`src/rtl/adcrb_pkg.sv`:
```
package adcrb_pkg;
    typedef enum logic [1:0] {
        SL_EMPTY = 2'd0,
        SL_READY = 2'd1,
        SL_ARMED = 2'd2
    } slot_state_t;
endpackage

```
`src/rtl/adcrb_fmt.sv`:
```
module adcrb_fmt #(
    parameter int RES_HI = 10,
    parameter int RES_LO = 8,
    parameter int REG_W  = 16
) (
    input  logic [RES_HI-1:0] raw,
    input  logic              ten_bit,
    input  logic              left,
    input  logic              sgn,
    output logic [REG_W-1:0]  word
);
    localparam int PAD_HI = REG_W - RES_HI;
    localparam int PAD_LO = REG_W - RES_LO;

    logic [REG_W-1:0] left_w;
    logic [REG_W-1:0] right_w;

    always_comb begin
        if (ten_bit) begin
            left_w  = {raw, {PAD_HI{1'b0}}};
            right_w = {{PAD_HI{1'b0}}, raw};
        end else begin
            left_w  = {raw[RES_LO-1:0], {PAD_LO{1'b0}}};
            right_w = {{PAD_LO{1'b0}}, raw[RES_LO-1:0]};
        end
        if (left) begin
            word = left_w;
            if (sgn) begin
                word[REG_W-1] = ~left_w[REG_W-1];
            end
        end else begin
            word = right_w;
        end
    end
endmodule

```
`src/rtl/adcrb_slot.sv`:
```
module adcrb_slot
    import adcrb_pkg::*;
#(
    parameter int REG_W = 16
) (
    input  logic             clk,
    input  logic             rst_n,
    input  logic             wr_hit,
    input  logic [REG_W-1:0] wr_word,
    input  logic             seq_clr,
    input  logic             stat_rd,
    input  logic             res_hit,
    input  logic             fast_clr,
    output logic [REG_W-1:0] data_q,
    output logic             flag,
    output logic             ovr_evt
);
    slot_state_t state_q, state_d;

    always_ff @(posedge clk or negedge rst_n) begin
        if (!rst_n) begin
            state_q <= SL_EMPTY;
        end else begin
            state_q <= state_d;
        end
    end

    always_ff @(posedge clk or negedge rst_n) begin
        if (!rst_n) begin
            data_q <= '0;
        end else if (wr_hit) begin
            data_q <= wr_word;
        end
    end

    always_comb begin
        state_d = state_q;
        if (wr_hit) begin
            state_d = SL_READY;                 // T_FILL
        end else if (seq_clr) begin
            state_d = SL_EMPTY;                 // T_FLUSH
        end else begin
            unique case (state_q)
                SL_EMPTY: state_d = SL_EMPTY;
                SL_READY: begin
                    if (res_hit && fast_clr) state_d = SL_EMPTY;   // T_FAST
                    else if (stat_rd)        state_d = SL_ARMED;   // T_ARM
                end
                SL_ARMED: begin
                    if (res_hit) state_d = SL_EMPTY;   // T_TAKE / T_FAST
                end
                default: state_d = SL_EMPTY;
            endcase
        end
    end

    always_comb begin
        flag    = (state_q != SL_EMPTY);
        ovr_evt = wr_hit && !seq_clr && (state_q != SL_EMPTY);
    end

    assert_flag_set_R2: assert property (@(posedge clk) disable iff (!rst_n)
        wr_hit |=> flag);

    assert_data_hold_R1: assert property (@(posedge clk) disable iff (!rst_n)
        !wr_hit |=> $stable(data_q));

    assert_ordered_hold_R6: assert property (@(posedge clk) disable iff (!rst_n)
        (state_q == SL_READY && res_hit && !fast_clr && !wr_hit && !seq_clr) |=> flag);

    assert_armed_take_R6: assert property (@(posedge clk) disable iff (!rst_n)
        (state_q == SL_ARMED && res_hit && !wr_hit && !seq_clr) |=> !flag);

    assert_fast_clear_R7: assert property (@(posedge clk) disable iff (!rst_n)
        (res_hit && fast_clr && !wr_hit && !seq_clr) |=> !flag);

    assert_flush_R9: assert property (@(posedge clk) disable iff (!rst_n)
        (seq_clr && !wr_hit) |=> !flag);
endmodule

```
`src/rtl/adcrb_bank.sv`:
```
module adcrb_bank
    import adcrb_pkg::*;
#(
    parameter int NUM_SLOTS = 8,
    parameter int RES_HI    = 10,
    parameter int RES_LO    = 8,
    parameter int REG_W     = 16,
    localparam int SW       = $clog2(NUM_SLOTS)
) (
    input  logic                 clk,
    input  logic                 rst_n,
    input  logic                 wr_valid,
    input  logic [SW-1:0]        wr_slot,
    input  logic [RES_HI-1:0]    wr_raw,
    input  logic                 cfg_ten_bit,
    input  logic                 cfg_left,
    input  logic                 cfg_signed,
    input  logic                 cfg_fast_clr,
    input  logic                 seq_start,
    input  logic                 stat_rd,
    input  logic                 res_rd,
    input  logic [SW-1:0]        res_slot,
    input  logic                 ovr_wr1,
    output logic [REG_W-1:0]     res_data,
    output logic [NUM_SLOTS-1:0] done_flags,
    output logic                 ovr_flag
);
    logic [REG_W-1:0]     fmt_word;
    logic [REG_W-1:0]     slot_data [NUM_SLOTS];
    logic [NUM_SLOTS-1:0] ovr_evt;

    adcrb_fmt #(
        .RES_HI (RES_HI),
        .RES_LO (RES_LO),
        .REG_W  (REG_W)
    ) u_fmt (
        .raw     (wr_raw),
        .ten_bit (cfg_ten_bit),
        .left    (cfg_left),
        .sgn     (cfg_signed),
        .word    (fmt_word)
    );

    for (genvar i = 0; i < NUM_SLOTS; i++) begin : g_slot
        adcrb_slot #(
            .REG_W (REG_W)
        ) u_slot (
            .clk      (clk),
            .rst_n    (rst_n),
            .wr_hit   (wr_valid && (wr_slot == SW'(i))),
            .wr_word  (fmt_word),
            .seq_clr  (seq_start),
            .stat_rd  (stat_rd),
            .res_hit  (res_rd && (res_slot == SW'(i))),
            .fast_clr (cfg_fast_clr),
            .data_q   (slot_data[i]),
            .flag     (done_flags[i]),
            .ovr_evt  (ovr_evt[i])
        );
    end

    always_ff @(posedge clk or negedge rst_n) begin
        if (!rst_n) begin
            ovr_flag <= 1'b0;
        end else if (|ovr_evt) begin
            ovr_flag <= 1'b1;
        end else if (seq_start || ovr_wr1) begin
            ovr_flag <= 1'b0;
        end
    end

    assign res_data = slot_data[res_slot];

    assert_overrun_raise_R8: assert property (@(posedge clk) disable iff (!rst_n)
        (wr_valid && !seq_start && done_flags[wr_slot]) |=> ovr_flag);

    assert_overrun_sticky_R8: assert property (@(posedge clk) disable iff (!rst_n)
        (ovr_flag && !ovr_wr1 && !seq_start) |=> ovr_flag);

    assert_seq_clear_R9: assert property (@(posedge clk) disable iff (!rst_n)
        (seq_start && !wr_valid) |=> (done_flags == '0 && !ovr_flag));

    assert_single_fill_R2: assert property (@(posedge clk) disable iff (!rst_n)
        (seq_start && wr_valid) |=> ($countones(done_flags) == 1 && !ovr_flag));
endmodule

```
`config.mk`:
```
export PLATFORM = sky130hd
export DESIGN_NAME = adcrb_bank
export DESIGN_NICKNAME = d
export VERILOG_FILES = /design/src/rtl/adcrb_pkg.sv /design/src/rtl/adcrb_fmt.sv /design/src/rtl/adcrb_slot.sv /design/src/rtl/adcrb_bank.sv
export SDC_FILE = /design/constraint.sdc
export NUM_CORES = 1
export LEC_CHECK = 0
export BUFFER_PORTS_ARGS = -buffer_cell sky130_fd_sc_hd__buf_4
export CORE_AREA = 2 2 127 129
export CTS_CLUSTER_SIZE = 20
export DETAILED_ROUTE_END_ITERATION = 8
export DIE_AREA = 0 0 129 131
export MAX_ROUTING_LAYER = met4
export PLACE_DENSITY = 0.65
export SYNTH_ARGS = -nofsm -noshare
export SYNTH_HDL_FRONTEND = slang
export SYNTH_SLANG_ARGS = --single-unit
```
`constraint.sdc`:
```
create_clock -name clk -period 1.1 [get_ports clk]
set_input_delay 0.055 -clock clk [delete_from_list [all_inputs] [get_ports clk]]
set_output_delay 0.055 -clock clk [all_outputs]
set_load 0.02 [all_outputs]
```
### Word-level counts from Yosys, hierarchy flattened

Cells that the tools add are included.

* logic and storage cells: 178
* bits of input ports: 27
* bits in registers: 145
* output and inout port bits: 25
* memories: 0
* bits in latches: 0
* bits in read-only memories: 0
* RAM bits: 0

* bitwise gates (word level): 2
* multiplexer cells: 50
* div/mod/pow operators: 0
* shift-type cells: 0
* $lt $le $gt $ge: 1
* multipliers: 0
* reduce and logical (&&, ||, !) cells: 62
* add/sub/neg operators: 0
* eq/ne operators: 46

Operators with widths (count)
* $mux W2: 33
* $mux W16: 4
* $bmux W16 S3: 1
* $logic_and A1 B1 Y1: 40
* $ne A5 B3 Y1 const B: 8
* $ne A4 B2 Y1 const B: 8
* $pmux W2 S2: 8
* $eq A3 B3 Y1 const B: 8
* $reduce_bool A2 Y1: 9
* $eq A2 B1 Y1 const B: 8
* $eq A2 B2 Y1 const B: 8
* $reduce_and A2 Y1: 8
* $eq A3 B2 Y1 const B: 4
* $mux W10: 1
* $reduce_or A8 Y1: 1
* $eq A3 B1 Y1 const B: 2
* $logic_not A3 Y1: 2
* $ge A4 B4 Y1 const B: 1
* $not A3 Y4: 1
* $mux W1: 3
* $logic_not A1 Y1: 1
* $logic_or A1 B1 Y1: 1
* $not A1 Y1: 1

### Depth between registers and ports, before layout

* depth in word-level cells: 7
* gate-level depth with buffers: 6
* gate-level depth less buffers: 4

### By module

From an unflattened synthesis, not the netlist that was laid out.

* cell total of the unflattened synthesis: 548
* area total of the unflattened synthesis: 7230.7 sq um

Modules (own cells, without submodules)
* adcrb_slot: instances 8, cells each 44, area an instance 710.7 sq um, seq. area each 450.4 sq um
* adcrb_bank: instances 1, cells each 161, area an instance 1303.8 sq um, seq. area each 25.0 sq um
* adcrb_fmt: instances 1, cells each 35, area an instance 241.5 sq um, seq. area each 0.0 sq um

### Least setup slack after synthesis

Ideal clock, no wire load.

* path type: register -> register
* start point: register g_slot[6].u_slot.state_q[0]
* end point: register ovr_flag
* data required time: 961 ps
* period minus slack after synthesis: 1252 ps
* setup slack: -152 ps
* stages on the path, launching flop included: 5
* library setup time: 139 ps
* arrival time: 1114 ps
* path buffers: 0
* path through: dfrtp_1 or2_2 nor2b_1 nor4_1 a21oi_1

* word-level cells in the longest chain between the ends: 4
* elaborated cells between the ends (all ways): 5
* those cells by class: mux (1); reduce/logical (4)

Ends and longest elaborated chain
* start: declaration: RTL line adcrb_slot.sv:18 `slot_state_t state_q, state_d;`
* start signal: assignment: RTL line adcrb_slot.sv:24 `state_q <= state_d;`
* $reduce_bool A2 Y1 *
* named net g_slot[6].u_slot.flag: RTL line adcrb_slot.sv:15 `output logic flag,`
* $logic_and A1 B1 Y1 *: RTL line adcrb_slot.sv:59 `ovr_evt = wr_hit && !seq_clr && (state_q != SL_EMPTY);`
* $reduce_or A8 Y1 *: RTL line adcrb_bank.sv:65 `end else if (|ovr_evt) begin`
* $mux W1 / $reduce_bool A2 Y1 (equally long branches)
* end signal: assignment: RTL line adcrb_bank.sv:64 `ovr_flag <= 1'b0;`
* end signal: assignment: RTL line adcrb_bank.sv:66 `ovr_flag <= 1'b1;`
* end signal: assignment: RTL line adcrb_bank.sv:68 `ovr_flag <= 1'b0;`
* end: declaration: RTL line adcrb_bank.sv:26 `output logic ovr_flag`

Mark *: on every way through the listed nets, which the timed path passes. The rest lies on a longest branch.
A chain may end at the register's enable or synchronous reset.

### Final worst setup path

* start point: register g_slot[3].u_slot.data_q[1]
* end point: output res_data[1]

* word-level cells in the longest chain between the ends: 3

Ends and longest elaborated chain
* start: declaration: RTL line adcrb_slot.sv:14 `output logic [REG_W-1:0] data_q,`
* start signal: assignment: RTL line adcrb_slot.sv:32 `data_q <= wr_word;`
* $bmux W16 S3: RTL line adcrb_bank.sv:72 `assign res_data = slot_data[res_slot];`
* $mux W16 (not written as such) (2 in a row): RTL line adcrb_bank.sv:72
* end: declaration: RTL line adcrb_bank.sv:24 `output logic [REG_W-1:0] res_data,`

Every way passes these cells. The select of a mux whose other input is x is not followed.

==> flow_metrics.py <==
metrics = {
    "place": {
        "placed_area_sq_um": 8016,
        "gp_congestion": 0.8109,
        "portBuffers": 51,
        "detailedPlacementHpwl_mm": 11.35,
    },
    "critical_path": {
        "rr_startpoint": "g_slot[2].u_slot.state_q[1]",
        "r2r_slack_ns": -0.19,
        "crit_path_max_fanout": 2,
        "cp-start-kind": "register",
        "rr_endpoint": "ovr_flag",
        "crit_path_end_kind": "output port",
        "crit_path_start": "g_slot[3].u_slot.data_q[1]",
        "critPathRequiredTime_ns": 1.04,
        "ff2ff_path_depth": 5,
        "path_class": "register to output port",
        "endpoint": "res_data[1]",
        "crit_arrival_ns": 1.72,
    },
    "synth": {
        "netlist_area_sq_um": 6902,
        "ys_types": 43,
        "post-synth-top-area-fraction_pct": 52.57,
        "ys_ff_latch": 145,
        "syn-num-nets": 663,
        "syn_avg_cell_area_sq_um": 10.85,
        "synthCells": 636,
        "ys_seq_area_share_pct": 52.57,
        "async_reset_ff_share_pct": 100.0,
        "ys_top_cells_by_area": "dfrtp_1 (53%), mux4_2 (10%), o21ai_0 (8.4%), nand2_1 (7.6%), mux2_2 (3.1%)",
        "synth.largest_area_cell": "dfrtp_1",
        "synth_edf_count": 0,
        "synth_warnings": 0,
        "synth_flop_cell": "dfrtp_1",
    },
    "clock_network": {
        "path_clk_slew_ns": 0.06,
        "clock_latency_ns": 0.43,
        "root_buffer": "clkbuf_16",
        "cts_made_buffers": 17,
        "tritoncts": "built",
        "htreeDepth": 4,
        "clock_sinks": 145,
        "cts_buffer_depth": 2,
    },
    "timing": {
        "timing.hold.ws_ns": 0.03081,
        "setup_viol": 31,
        "fin_crit_sh_pct": 161.1,
        "rsz0062_at_grt": "yes",
        "worst_pin_slew_ns": 0.6090,
        "finalHoldViolCount": 0,
        "fmax_ghz": 0.5642,
        "fin_worst_skew_ns": 0.007350,
        "slew-limit-headroom_pct": 59.25,
        "setup_slack_ns": -0.6724,
        "slew_violations": 0,
        "layout_min_cycle_time_ns": 1.772,
    },
    "drt": {
        "via_per_inst": 5.331,
        "vias": 5230,
        "routedWlPerCell_um": 18.17,
        "wl_met3_um": 764,
        "highest_layer": "met4",
        "drc_errors": 0,
        "first_iter_violations": 320,
        "totalWireLength_mm": 17.82,
        "first_pass_iters": 5,
        "m1WireLength_mm": 7.743,
        "wl_met2_mm": 9.065,
        "ant_nets": 0,
    },
    "flow_run": {
        "max_cap_violations": 0,
    },
    "finish": {
        "final_layout_size_suffix_gt1_share_pct": 38.95,
        "antenna_cells": 0,
        "nets": 779,
        "area_delta_synth_final_pct": 34.30,
        "fin_area_sq_um": 9269,
    },
    "die": {
        "die-area_sq_um": 16900,
        "die_h_um": 131,
        "core_sq_um": 15600,
        "start_util_pct": 44.25,
        "die_x_um": 129,
        "pin_count": 52,
        "core.rowCount": 46,
    },
    "run_status": {
        "violations": "negative setup slack",
        "status": "complete, but fails checks",
    },
    "global_route": {
        "grt-ovfl-total": 0,
        "grt_max_degree": 39,
        "grt_first_pass_wirelength_mm": 27.84,
        "grt_antenna_before_repair": 0,
        "grt_pass1_vias": 5372,
        "track_usage_pct": 22.83,
    },
    "pwr": {
        "ir_worst_vdd_v": 0.001257,
        "leakagePower_nw": 4.243,
        "p_per_area_nw_per_um2": 1672,
    },
    "worst_hold_path": {
        "hold_path_class": "input pin to register",
    },
}
cells by family (layout without fill, tap and decap cells):
logic type	Yosys count	after routing	synth area share (%)
compound gates	169	169	14.81
buf+inv	68	197	5.239
simple gates	198	198	13.05
xor+xnor	1	1	0.1269
mux	55	55	14.20
flops	145	145	52.57
critical path, cell delays in order, from the launching register on:
cell and delay [ns]:
dfrtp_1 0.39, mux4_2 0.48, mux2_4 0.29, buf_6 0.13
cells in the final DEF, fill, tap and decap left out, drive strengths merged, types with 3 or more instances in the layout:
master | synthesis | routed
buf | 30 | 147
dfrtp | 145 | 145
nand2 | 140 | 140
o21ai | 132 | 132
mux4 | 32 | 32
clkbuf | 24 | 20
mux2 | 20 | 20
nand2b | 15 | 15
inv | 14 | 15
nor2b | 10 | 10
a2111oi | 9 | 9
nor2 | 9 | 9
o22a | 6 | 6
nand4b | 5 | 5
and2 | 5 | 5
clkinv | 0 | 5
a21o | 4 | 4
dlygate4sd3 | 0 | 4
nand4bb | 3 | 3
a21oi | 3 | 3
mux2i | 3 | 3
bufinv | 0 | 3
clkinvlp | 0 | 3
o22ai | 3 | 3
nor3 | 3 | 3
through the flow:
step	total power, W	utilization (%)	cells	TNS [ns]	worst slack, ns
after global placement	0.009099	51.40	917	-9.638	-0.3134
after detailed placement	0.009250	51.40	917	-12.88	-0.3095
after floorplan	0.008186	-	636	-2.713	-0.1038
after global routing	0.01617	59.43	981	-13.83	-0.7185
after CTS	0.01547	57.85	964	-12.63	-0.6877
final	0.01550	59.43	981	-12.46	-0.6724
per-layer routing:
layer	vias up	GRT usage (%)
li1	2469	-
met1	2623	28.01
met2	114	38.06
met3	24	5.497
met4	0	6.522
met5	-	-
sequential cells by signal, indices dropped and copies added, names as in the netlist:
| register | count |
|---|---|
| g_slot.u_slot.data_q | 128 |
| g_slot.u_slot.state_q | 16 |
| ovr_flag | 1 |
worst min-delay path by stage:
stage	startpoint	end	slack (ns)	cells after the start
after global routing	seq_start	g_slot[4].u_slot.state_q[0]	0.02	2
after CTS	seq_start	g_slot[4].u_slot.state_q[0]	0.02	2
after global placement	rst_n	g_slot[2].u_slot.data_q[13]	-0.07	1
after detailed placement	rst_n	g_slot[2].u_slot.data_q[13]	-0.07	1
after floorplan	rst_n	g_slot[0].u_slot.data_q[0]	-0.24	0
final	seq_start	g_slot[4].u_slot.state_q[0]	0.03	2
power by group:
group	internal [W]	switching (W)	total, W
clock	0.00369	0.00228	0.00597
sequential	0.00610	0.000410	0.00651
combinational	0.00160	0.00141	0.00301
total	0.0114	0.00410	0.0155
timing repair:
item / CTS / global route
gates resized for setup: 65 / 27
endpoints found under the setup margin: 34 / 38
hold buffers: 4 / 0
pin swaps: 18 / 21
gates cloned: 0 / 0
buffers inserted: 11 / 22
hold endpoints to repair: 157 / 0
cells in the mapped netlist (2+ instances only):
cell type / number
nand2_1: 140
a2111oi_2: 3
a22oi_1: 2
nand4b_1: 5
nor2b_1: 10
o41ai_1: 2
o31ai_1: 2
o21ai_2: 14
o21ai_0: 116
inv_1: 13
nand4bb_1: 3
dfrtp_1: 145
mux2_2: 19
o2111ai_1: 2
o22a_1: 6
nand2b_1: 15
clkbuf_1: 24
o22ai_1: 3
a31oi_1: 2
a311oi_1: 2
mux4_2: 32
buf_2: 13
o21ai_1: 2
a2111oi_0: 6
and2_1: 5
a21o_1: 4
mux2i_1: 3
or2_2: 2
a21oi_1: 3
nor3_1: 3
buf_4: 11
nor2_1: 9
buf_6: 5
final cells by class:
cell class | instances | area, sq um
multi-input combinational | 423 | 3254
clock buffer | 20 | 456.7
sequential | 145 | 3628
timing repair buffer | 151 | 1446
fill | 1250 | 6329
tap | 216 | 270.3
clock inverter | 12 | 157.7
inverter | 14 | 55.05
Note: power is estimated with default switching activity, not from simulation.
